File: config.mk
export PLATFORM = sky130hd
export DESIGN_NAME = flatfield_corrector
export DESIGN_NICKNAME = d
export VERILOG_FILES = /design/src/rtl/ffc_pkg.sv /design/src/rtl/ffc_sub_stage.sv /design/src/rtl/ffc_mul_stage.sv /design/src/rtl/ffc_sat_stage.sv /design/src/rtl/ffc_mark_pipe.sv /design/src/rtl/flatfield_corrector.sv
export SDC_FILE = /design/constraint.sdc
export NUM_CORES = 1
export LEC_CHECK = 0
export ABC_AREA = 1
export BUFFER_PORTS_ARGS = -buffer_cell sky130_fd_sc_hd__buf_2
export CORE_MARGIN = 1.5
export CORE_UTILIZATION = 65
export CTS_BUF_LIST = sky130_fd_sc_hd__clkbuf_16
export CTS_CLUSTER_DIAMETER = 60
export DETAILED_ROUTE_END_ITERATION = 6
export PLACE_DENSITY = 0.94
export SYNTH_ARGS = -nofsm -noshare
export SYNTH_HDL_FRONTEND = slang
export SYNTH_SLANG_ARGS = --single-unit
File: constraint.sdc
create_clock -name clk -period 11.9 [get_ports clk]
set_input_delay 0.595 -clock clk [delete_from_list [all_inputs] [get_ports clk]]
set_output_delay 0.595 -clock clk [all_outputs]
set_load 0.01 [all_outputs]
File: src/rtl/ffc_pkg.sv
package ffc_pkg;

  typedef struct packed {
    logic bypass;
    logic mode8;
  } ffc_cfg_t;

  // difference floored at zero
  function automatic logic [31:0] ffc_clip_sub(logic [31:0] a, logic [31:0] b);
    return (a > b) ? (a - b) : 32'd0;
  endfunction

  // drop the fraction bits of a fixed-point product
  function automatic logic [31:0] ffc_drop_frac(logic [31:0] prod, int unsigned frac);
    return prod >> frac;
  endfunction

  // limit to a ceiling
  function automatic logic [31:0] ffc_limit(logic [31:0] v, logic [31:0] ceil_v);
    return (v >= ceil_v) ? ceil_v : v;
  endfunction

endpackage

File: src/rtl/ffc_sub_stage.sv
module ffc_sub_stage
  import ffc_pkg::*;
#(
  parameter int PIX_W    = 10,
  parameter int NARROW_W = 8,
  parameter int GAIN_W   = 8
) (
  input  logic              clk,
  input  logic              ld,
  input  ffc_cfg_t          cfg_i,
  input  logic [PIX_W-1:0]  pix_i,
  input  logic [PIX_W-1:0]  off_i,
  input  logic [GAIN_W-1:0] gain_i,
  output ffc_cfg_t          cfg_o,
  output logic [PIX_W-1:0]  diff_o,
  output logic [PIX_W-1:0]  raw_o,
  output logic [GAIN_W-1:0] gain_o
);
  localparam int DROP = PIX_W - NARROW_W;

  logic [PIX_W-1:0] pix_sel, off_sel, diff_n;

  always_comb begin
    if (cfg_i.mode8) begin
      pix_sel = pix_i >> DROP;
      off_sel = off_i >> DROP;
    end else begin
      pix_sel = pix_i;
      off_sel = off_i;
    end
    diff_n = PIX_W'(ffc_clip_sub(32'(pix_sel), 32'(off_sel)));
  end

  always_ff @(posedge clk) begin
    if (ld) begin
      cfg_o  <= cfg_i;
      diff_o <= diff_n;
      raw_o  <= pix_i;
      gain_o <= gain_i;
    end
  end
endmodule

File: src/rtl/ffc_mul_stage.sv
module ffc_mul_stage
  import ffc_pkg::*;
#(
  parameter int PIX_W  = 10,
  parameter int GAIN_W = 8,
  localparam int PROD_W = PIX_W + GAIN_W
) (
  input  logic              clk,
  input  logic              ld,
  input  ffc_cfg_t          cfg_i,
  input  logic [PIX_W-1:0]  diff_i,
  input  logic [PIX_W-1:0]  raw_i,
  input  logic [GAIN_W-1:0] gain_i,
  output ffc_cfg_t          cfg_o,
  output logic [PROD_W-1:0] prod_o,
  output logic [PIX_W-1:0]  raw_o
);
  logic [PROD_W-1:0] prod_n;

  always_comb prod_n = PROD_W'(32'(diff_i) * 32'(gain_i));

  always_ff @(posedge clk) begin
    if (ld) begin
      cfg_o  <= cfg_i;
      prod_o <= prod_n;
      raw_o  <= raw_i;
    end
  end
endmodule

File: src/rtl/ffc_sat_stage.sv
module ffc_sat_stage
  import ffc_pkg::*;
#(
  parameter int PIX_W    = 10,
  parameter int NARROW_W = 8,
  parameter int GAIN_W   = 8,
  localparam int PROD_W  = PIX_W + GAIN_W,
  localparam int FRAC_W  = GAIN_W - 1
) (
  input  logic              clk,
  input  logic              ld,
  input  ffc_cfg_t          cfg_i,
  input  logic [PROD_W-1:0] prod_i,
  input  logic [PIX_W-1:0]  raw_i,
  output logic [PIX_W-1:0]  pix_o
);
  localparam logic [31:0] FS_WIDE   = 32'((64'd1 << PIX_W) - 64'd1);
  localparam logic [31:0] FS_NARROW = 32'((64'd1 << NARROW_W) - 64'd1);

  logic [31:0]      scaled, limited;
  logic [PIX_W-1:0] pix_n;

  always_comb begin
    scaled  = ffc_drop_frac(32'(prod_i), FRAC_W);
    limited = ffc_limit(scaled, cfg_i.mode8 ? FS_NARROW : FS_WIDE);
    pix_n   = cfg_i.bypass ? raw_i : PIX_W'(limited);
  end

  always_ff @(posedge clk) begin
    if (ld) pix_o <= pix_n;
  end
endmodule

File: src/rtl/ffc_mark_pipe.sv
module ffc_mark_pipe #(
  parameter int DEPTH = 3,
  parameter int MK_W  = 3
) (
  input  logic            clk,
  input  logic            rst_n,
  input  logic [MK_W-1:0] mk_i,
  output logic [MK_W-1:0] mk_o,
  output logic [DEPTH-1:0] vld_tap
);
  logic [MK_W-1:0] stg [DEPTH];

  for (genvar i = 0; i < DEPTH; i++) begin : g_stg
    always_ff @(posedge clk or negedge rst_n) begin
      if (!rst_n)      stg[i] <= '0;
      else if (i == 0) stg[i] <= mk_i;
      else             stg[i] <= stg[i-1];
    end
    assign vld_tap[i] = stg[i][0];
  end

  assign mk_o = stg[DEPTH-1];
endmodule

File: src/rtl/flatfield_corrector.sv
module flatfield_corrector
  import ffc_pkg::*;
#(
  parameter int PIX_W    = 10,
  parameter int NARROW_W = 8,
  parameter int GAIN_W   = 8
) (
  input  logic              clk,
  input  logic              rst_n,
  input  logic              cfg_bypass,
  input  logic              cfg_mode8,
  input  logic              in_valid,
  input  logic              in_sol,
  input  logic              in_sof,
  input  logic [PIX_W-1:0]  in_pix,
  input  logic [PIX_W-1:0]  in_off,
  input  logic [GAIN_W-1:0] in_gain,
  output logic              out_valid,
  output logic              out_sol,
  output logic              out_sof,
  output logic [PIX_W-1:0]  out_pix
);
  localparam int PROD_W = PIX_W + GAIN_W;
  localparam int LAT    = 3;

  ffc_cfg_t          cfg_in, s1_cfg, s2_cfg;
  logic [PIX_W-1:0]  s1_diff, s1_raw, s2_raw;
  logic [GAIN_W-1:0] s1_gain;
  logic [PROD_W-1:0] s2_prod;
  logic [2:0]        mk_in, mk_out;
  logic [LAT-1:0]    stage_vld;

  assign cfg_in = '{bypass: cfg_bypass, mode8: cfg_mode8};
  assign mk_in  = {in_valid & in_sof, in_valid & in_sol, in_valid};

  ffc_mark_pipe #(.DEPTH(LAT), .MK_W(3)) u_mark (
    .clk(clk), .rst_n(rst_n), .mk_i(mk_in), .mk_o(mk_out), .vld_tap(stage_vld)
  );

  ffc_sub_stage #(.PIX_W(PIX_W), .NARROW_W(NARROW_W), .GAIN_W(GAIN_W)) u_sub (
    .clk(clk), .ld(in_valid), .cfg_i(cfg_in), .pix_i(in_pix), .off_i(in_off),
    .gain_i(in_gain), .cfg_o(s1_cfg), .diff_o(s1_diff), .raw_o(s1_raw), .gain_o(s1_gain)
  );

  ffc_mul_stage #(.PIX_W(PIX_W), .GAIN_W(GAIN_W)) u_mul (
    .clk(clk), .ld(stage_vld[0]), .cfg_i(s1_cfg), .diff_i(s1_diff), .raw_i(s1_raw),
    .gain_i(s1_gain), .cfg_o(s2_cfg), .prod_o(s2_prod), .raw_o(s2_raw)
  );

  ffc_sat_stage #(.PIX_W(PIX_W), .NARROW_W(NARROW_W), .GAIN_W(GAIN_W)) u_sat (
    .clk(clk), .ld(stage_vld[1]), .cfg_i(s2_cfg), .prod_i(s2_prod), .raw_i(s2_raw),
    .pix_o(out_pix)
  );

  assign out_valid = mk_out[0];
  assign out_sol   = mk_out[1];
  assign out_sof   = mk_out[2];
endmodule

* Word-level counts from Yosys, hierarchy flattened
Cells that the tools add are included.
** Storage, ports and cells
- Register bits :: 79
- Logic and storage cells :: 24
** Cells by class
- Add/sub/neg operators :: 1
- $mul :: 1
- Order comparisons :: 2
- Mux-type cells :: 5
- Bitwise operators :: 2
** Operators by type and width (count)
- $mux W10 :: 5
- $mul A10 B8 Y18 :: 1
- $ge A11 B10 Y1 :: 1
- $gt A10 B10 Y1 :: 1
- $sub A10 B10 Y10 :: 1
- $and A1 B1 Y1 :: 2

* Depth between registers and ports, before layout
Gate-level depths: netlist (run 1).
- Depth in word-level cells :: 4
- Depth in mapped cells :: 20

* Cells and area by module
From an unflattened synthesis (run 1), not the netlist that was laid out.
** Second synthesis, totals
- Cell total of the unflattened synthesis :: 759
- Area total of the unflattened synthesis :: 6463.7 um2
** Modules (own cells, without submodules)
- ffc_mul_stage :: times used 1, cells an instance 484, area an instance 3843.7 um2, seq. area each 900.9 um2
- ffc_sub_stage :: times used 1, cells an instance 192, area an instance 1741.7 um2, seq. area each 900.9 um2
- ffc_sat_stage :: times used 1, cells an instance 64, area an instance 593.1 um2, seq. area each 300.3 um2
- ffc_mark_pipe :: times used 1, cells an instance 15, area an instance 270.3 um2, seq. area each 225.2 um2
- flatfield_corrector :: times used 1, cells an instance 4, area an instance 15.0 um2, seq. area each 0.0 um2

* Worst setup path before layout (run 1)
No wires, ideal clock.
- Path type :: flip-flop to flip-flop
- From :: reg u_sub.gain_o[7]
- To :: reg u_mul.prod_o[16] (data pin)
- Library setup time :: 0.252 ns
- Arrival time :: 3.846 ns
- Data required time :: 11.648 ns
- Slack :: 7.802 ns
- Stages on the path, launching flop included :: 18
- Path buffers :: 1
- Clock period less this slack :: 4.098 ns
- Path through :: edfxtp_1 > clkbuf_1 > nand2_1 > fa_1 > fa_1 > inv_1 > fa_1 > inv_1 > fa_1 > inv_1 > ha_1 > a21o_1 > a21oi_1 > o21ai_2 > nand2_1 > nand2_1 > nand2_1 > nand2_1
** Between the ends
- Longest elaborated chain between the ends :: 1
** RTL lines
- start, declared :: line ffc_sub_stage.sv:17 : output logic [GAIN_W-1:0] gain_o
- start signal, assigned :: line ffc_sub_stage.sv:39 : gain_o <= gain_i;
- $mul A10 B8 Y18 :: line ffc_mul_stage.sv:20 : always_comb prod_n = PROD_W'(32'(diff_i) * 32'(gain_i));
- named net u_mul.prod_n[16] :: line ffc_mul_stage.sv:18 : logic [PROD_W-1:0] prod_n;
- end signal, assigned :: line ffc_mul_stage.sv:25 : prod_o <= prod_n;
- end, declared :: line ffc_mul_stage.sv:15 : output logic [PROD_W-1:0] prod_o,
The timed path passes the listed nets, and every way through them passes these cells.
A chain may end at the register's enable or synchronous reset.

* Worst setup path after layout (run 1)
- From :: reg u_sub.gain_o[7]
- To :: reg u_mul.prod_o[17] (data pin)
The elaborated chain is that of the path after synthesis.

==> results of run 1 <==
==> sequential cells by signal (all words and copies together) (netlist names) <==
signal	cells
u_mark.mk_o	3
u_mark.stg	4
u_mark.vld_tap	2
u_mul.cfg_o	2
u_mul.prod_o	11
u_mul.raw_o	10
u_sat.pix_o	10
u_sub.cfg_o	2
u_sub.diff_o	10
u_sub.gain_o	8
u_sub.raw_o	10
==> worst min path at each step <==
stage                                        from                          end  slack (ns)  cells after the start
after global placement    u_mark.stg[7]$_DFF_PN0_      u_mark.stg[4]$_DFF_PN0_        0.33                      0
after detailed placement  u_mark.stg[5]$_DFF_PN0_     u_mark.mk_o[2]$_DFF_PN0_        0.34                      0
after CTS                                   rst_n     u_mark.mk_o[2]$_DFF_PN0_        0.10                      1
after floorplan                             rst_n     u_mark.mk_o[0]$_DFF_PN0_        0.30                      0
after global routing                        rst_n     u_mark.mk_o[2]$_DFF_PN0_        0.11                      1
final                                       rst_n  u_mark.vld_tap[1]$_DFF_PN0_        0.10                      1
==> kinds of logic (layout without fill, tap and decap cells) <==
kind of cell	Yosys count	in the layout
and+or+nand+nor	272	272
buffers and inverters	212	255
adders and majority gates	95	95
DFF	72	72
AOI/OAI and AO/OA	54	54
xor gates and xnor gates	8	8
muxes	2	2
==> cells in the mapped netlist (7+ instances only) <==
cell type,instances
xor2_1,7
o21ai_0,23
edfxtp_1,63
nor2_1,28
clkbuf_1,18
inv_1,191
nand3_1,25
dfrtp_1,9
fa_1,48
nand2_1,197
ha_1,47
a21oi_1,15
==> stage by stage <==
stage | power (mW) | cell area [µm²] | instances | hold WS [ns]
after floorplan | 1.12 | 5990 | 715 | 0.299
after CTS | 1.66 | 6580 | 866 | 0.102
after detailed placement | 1.37 | 6280 | 850 | 0.340
after global placement | 1.31 | 6280 | 850 | 0.333
after global routing | 1.83 | 6580 | 866 | 0.114
final | 1.67 | 6580 | 866 | 0.104
==> per-layer routing <==
metal	GRT usage [%]	vias to the layer above
li1	-	2235
met1	35.3	2124
met2	49.9	209
met3	5.46	56
met4	14.4	0
met5	0	-
==> power by group <==
| part | total [mW] | switching (mW) | internal (mW) |
|---|---|---|---|
| clock | 0.276 | 0.111 | 0.164 |
| sequential | 0.394 | 0.0360 | 0.358 |
| combinational | 1.00 | 0.651 | 0.351 |
| total | 1.67 | 0.799 | 0.873 |
==> final cells by class <==
class	count	area, µm²	area share (%)
tap	108	135	2.05
inverter	192	721	11.0
multi-input combinational	431	3070	46.6
clock buffer	9	225	3.42
clock inverter	7	78.8	1.20
timing repair buffer	47	235	3.57
sequential	72	2120	32.2
==> impl_metrics.tcl, run 1 <==
set metrics [dict create \
    synthArstFlopShare_pct 12.5 \
    synth_edf_count 63 \
    cp.arrival_ns 4.59 \
    yosysWarnings 0 \
    ys_ff_latch 72 \
    crit_chain "nand2_1 > inv_1 > fa_1 > fa_1 > fa_1 > inv_1 > fa_1 > inv_1 > ha_1 > a21oi_1 > o21ai_0 > nand2_1 > nand2_1 > nor2_1 > nand2_1 > nand2_1 > nand2_1" \
    grt_usage_pct 29.1 \
    crit_slowest_cell "edfxtp_1" \
    diodes 0 \
    num_vias 4624 \
    cpPeakStageDelay_ns 0.57 \
    finalHoldViolations 0 \
    first_pass_iters 7 \
    ys_seq_area_share_pct 35.3 \
    hp-class "primary input to asynchronous set/reset pin" \
    fillerInstances 570 \
    peakVddDrop_uv 152 \
    synthSimpleGateAreaFrac_pct 18.5 \
    path_class "flop to flop" \
    clock_skew_ns 0.00729 \
    die_w_um 99 \
    crit_end "u_mul.prod_o[17]$_DFFE_PP_" \
    drtAntennaViolNets 0 \
    ctsHoldBuffers 0 \
    synth_top_area_cell "edfxtp_1" \
    synth_area_leaders "edfxtp_1, fa_1, nand2_1" \
    routedWlPerCell_um 14.9 \
    synthToLayoutAreaGrowth_pct 9.86 \
    drv.max_cap_violation_count 0 \
    synthAdderAreaFrac_pct 25.9 \
    layout_common_cells "nand2_1, inv_1, edfxtp_1" \
    met1_length_um 5050 \
    layout_commonest_cell "nand2_1" \
    root_buffer "clkbuf_16" \
    timing.final.ws_setup_ns 7.39 \
    start_util_pct 68.0 \
    fin_setup_tns_ns 0 \
    relSlewSlack_pct 35.2 \
    cts_made_buffers 9 \
    status "complete, but fails checks" \
    reg2regPathDepth 17 \
    drive_gt1_share_pct 10.6 \
    synth_ff_type "edfxtp_1" \
    grt_pass1_wl_um 21900 \
    die_h_um 99 \
    drcViolationCount 2 \
    antenna_found_initial 0 \
    postCtsSetupRepairBufs 0 \
    core-area_um2 8810 \
    cts_buffer_depth 2 \
    syn_area_um2 5990 \
    fmax_mhz 222 \
    grt-ovfl-total 0 \
    rrSetupSlack_ns 7.39 \
    finalSetupViolCount 0 \
    rsz0062_at_grt "no" \
    pre_cts_ws_ns 7.48 \
    timing.rr.start "u_sub.gain_o[7]$_DFFE_PP_" \
    io_pins 48 \
    detailed_place_hpwl_um 10100 \
    cp_max_fo 10 \
    wl_um 12900 \
    yosysTopAreaCellShare_pct 31.6 \
    grt_start_max_net_pins 34 \
    port_buffers 47 \
    synth_compound_area_share_pct 5.35 \
    startpoint "u_sub.gain_o[7]$_DFFE_PP_" \
    clkSinkCount 72 \
    r2r_end "u_mul.prod_o[17]$_DFFE_PP_" \
    crit_path_start_kind "flop" \
    wl_met2_um 6370 \
    p_leak_nw 3.73 \
    netlist_instances 715 \
    cts_tree "done" \
    layout_min_cycle_time_ns 4.51 \
    p_per_area_nw_per_um2 254 \
    htreeDepth 3 \
    synth_top_family_by_area "adder cells" \
    synthXorXnorAreaFrac_pct 1.17 \
    final_util_pct 74.7 \
    postCtsResizedCells 0 \
    gp_congestion 0.941 \
    drv_slew 0 \
    violations "design-rule violations" \
    fin_crit_sh_pct 37.9 \
    fin_nets 883 \
    cts.clk_slew.worst_paths_ns 0.06 \
    avgViaCountPerCell 5.34 \
    rows 34 \
    ys_types 33 \
    path_common_cell "nand2_1" \
    synth.area.mux_share_pct 0.334 \
    path_buf_inv 3 \
    first_global_vias 4790 \
    worst_pin_slew_ns 0.972 \
    clock_latency_ns 0.34 \
    endpoint_kind "flop" \
    avgSynthCellArea_um2 8.38 \
    drt-initial-drc-count 418 \
    syn_nets 845 \
    dr_wl_met3_um 908 \
    highest_layer "met4" \
    crit_family "adder cells" \
    dieArea_um2 9800 \
    crit_required_ns 11.98 \
    crit_cells 17 \
]
Power figures use the tool's default switching activity.
==> run 2: changes to the inputs <==
Settings changed: CORE_UTILIZATION 65 to 56, PLACE_DENSITY 0.94 to 0.86.
Clock period 11.9 ns to 3.8 ns, I/O delays scaled along.
==> impl_metrics.tcl, run 2 (synthesized netlist as in run 1, its figures left out) <==
set metrics [dict create \
    status "complete, but fails checks" \
    violations "negative setup slack" \
    crit_path_start_kind "flop" \
    min_to "u_sub.cfg_o[1]$_DFFE_PP_" \
    p_int_mw 4.07 \
    fin_setup_tns_ns -3.82 \
    layout_common_cells "nand2_1, inv_1, edfxtp_1" \
    grt_usage_pct 29.0 \
    swShare_pct 48.4 \
    timing.final.ws_setup_ns -0.621 \
    synthToLayoutAreaGrowth_pct 27.7 \
    grt-ovfl-total 0 \
    drcViolationCount 0 \
    cts_buffer_depth 2 \
    grt_start_max_net_pins 34 \
    endpoint_kind "flop" \
    cpPeakStageDelay_ns 0.56 \
    layout_commonest_cell "nand2_1" \
    rows 37 \
    largest_reg_flops 11 \
    clock_latency_ns 0.34 \
    die_h_um 106 \
    cp_max_fo 6 \
    root_buffer "clkbuf_16" \
    routedWlPerCell_um 18.2 \
    finalHoldViolations 0 \
    numPlacedInstances 907 \
    final_util_pct 73.8 \
    drt-initial-drc-count 395 \
    path_buf_inv 4 \
    regMostFlops "u_mul.prod_o" \
    avgViaCountPerCell 5.56 \
    crit_family "adder cells" \
    finalNonFillerCells 966 \
    hp-class "primary input to flop" \
    drive_gt1_share_pct 30.4 \
    first_global_vias 5491 \
    cp.arrival_ns 4.51 \
    htreeDepth 3 \
    gp_congestion 0.914 \
    wl_um 17600 \
    r2r_end "u_mul.prod_o[15]$_DFFE_PP_" \
    cts_made_buffers 9 \
    whs_ns 0.0246 \
    p_leak_nw 4.11 \
    die_w_um 106 \
    p_seq_share_pct 15.4 \
    path_common_cell "fa_1" \
    core-area_um2 10400 \
    p_switching_mw 3.81 \
    drtAntennaViolNets 0 \
    fmax_mhz 226 \
    cts.clk_slew.worst_paths_ns 0.06 \
    fin_crit_sh_pct 116 \
    clock_skew_ns 0.00700 \
    crit_slowest_cell "fa_1" \
    rsz0062_at_grt "yes" \
    drv.max_cap_violation_count 0 \
    grt_pass1_wl_um 25300 \
    combPwrFrac_pct 75.0 \
    layout_min_cycle_time_ns 4.42 \
    clkSinkCount 72 \
    p_per_area_nw_per_um2 1030 \
    cts_tree "done" \
    relSlewSlack_pct 33.7 \
    io_pins 48 \
    fin_nets 955 \
    peakVddDrop_uv 644 \
    antenna_found_initial 0 \
    finalPower_mw 7.89 \
    holdPathStages 1 \
    num_vias 5372 \
    detailed_place_hpwl_um 10600 \
    port_buffers 47 \
    timing.rr.start "u_sub.gain_o[3]$_DFFE_PP_" \
    worst_pin_slew_ns 0.995 \
    path_class "flop to flop" \
    diodes 0 \
    start_util_pct 57.8 \
    finalSetupViolCount 11 \
    clkPwrFrac_pct 9.6 \
    crit_chain "buf_6 > nand2_1 > inv_1 > fa_1 > fa_1 > fa_1 > inv_2 > fa_1 > inv_2 > ha_4 > nand2_4 > nor4_2 > nand2_1 > nand3_1 > nand2_1" \
    rrSetupSlack_ns -0.62 \
    dieArea_um2 11300 \
    reg2regPathDepth 15 \
    drv_slew 0 \
    first_pass_iters 7 \
    worstHoldStart "cfg_bypass" \
    crit_required_ns 3.89 \
]
-- run 2: power by group through the flow --
stage | clock, mW | combinational [mW] | sequential [mW]
after floorplan | 0 | 2.75 | 1.18
after global placement | 0 | 3.73 | 1.23
after detailed placement | 0 | 3.88 | 1.24
after CTS | 0.760 | 4.55 | 1.21
after global routing | 0.801 | 6.29 | 1.22
final | 0.758 | 5.92 | 1.21
-- run 2: worst max path at each step --
stage / startpoint / to / cells after the start
after floorplan: u_sub.gain_o[5]$_DFFE_PP_ / u_mul.prod_o[17]$_DFFE_PP_ / 18
after global placement: u_sub.gain_o[5]$_DFFE_PP_ / u_mul.prod_o[17]$_DFFE_PP_ / 17
after detailed placement: u_sub.gain_o[5]$_DFFE_PP_ / u_mul.prod_o[17]$_DFFE_PP_ / 16
after CTS: u_sub.diff_o[6]$_SDFFCE_PP0P_ / u_mul.prod_o[17]$_DFFE_PP_ / 18
after global routing: u_sub.gain_o[3]$_DFFE_PP_ / u_mul.prod_o[15]$_DFFE_PP_ / 15
final: u_sub.gain_o[3]$_DFFE_PP_ / u_mul.prod_o[15]$_DFFE_PP_ / 15
-- run 2: repair_timing --
action,in CTS,in global routing
gates resized for setup,48,71
setup buffers,32,12
pin swaps,47,39
gates cloned,0,0
hold endpoints to repair,9,0
hold buffers,1,0
setup endpoints to repair,11,11
-- run 2: area by class of cell --
cell class / count / area [µm²]
clock inverter: 7 / 41.3
multi-input combinational: 431 / 3530
sequential: 72 / 2120
fill: 656 / 2720
timing repair buffer: 119 / 843
tap: 136 / 170
inverter: 192 / 721
clock buffer: 9 / 225
-- run 2: through the flow --
| step | area [µm²] | worst slack [ns] |
|---|---|---|
| 2_1_floorplan | 6160 | -0.00147 |
| 3_3_place_gp | 6630 | -0.218 |
| 3_5_place_dp | 6630 | -0.451 |
| 4_1_cts | 7330 | -0.220 |
| 5_1_grt | 7650 | -0.648 |
| 6_report | 7650 | -0.621 |
-- run 2: metal layers --
metal / vias up / share of wire [%] / track usage [%]
met5: - / 0 / 0
met4: 0 / 8.7 / 16.9
met3: 141 / 7.7 / 5.27
met2: 328 / 48 / 51.5
met1: 2530 / 35 / 32.7
li1: 2373 / - / -
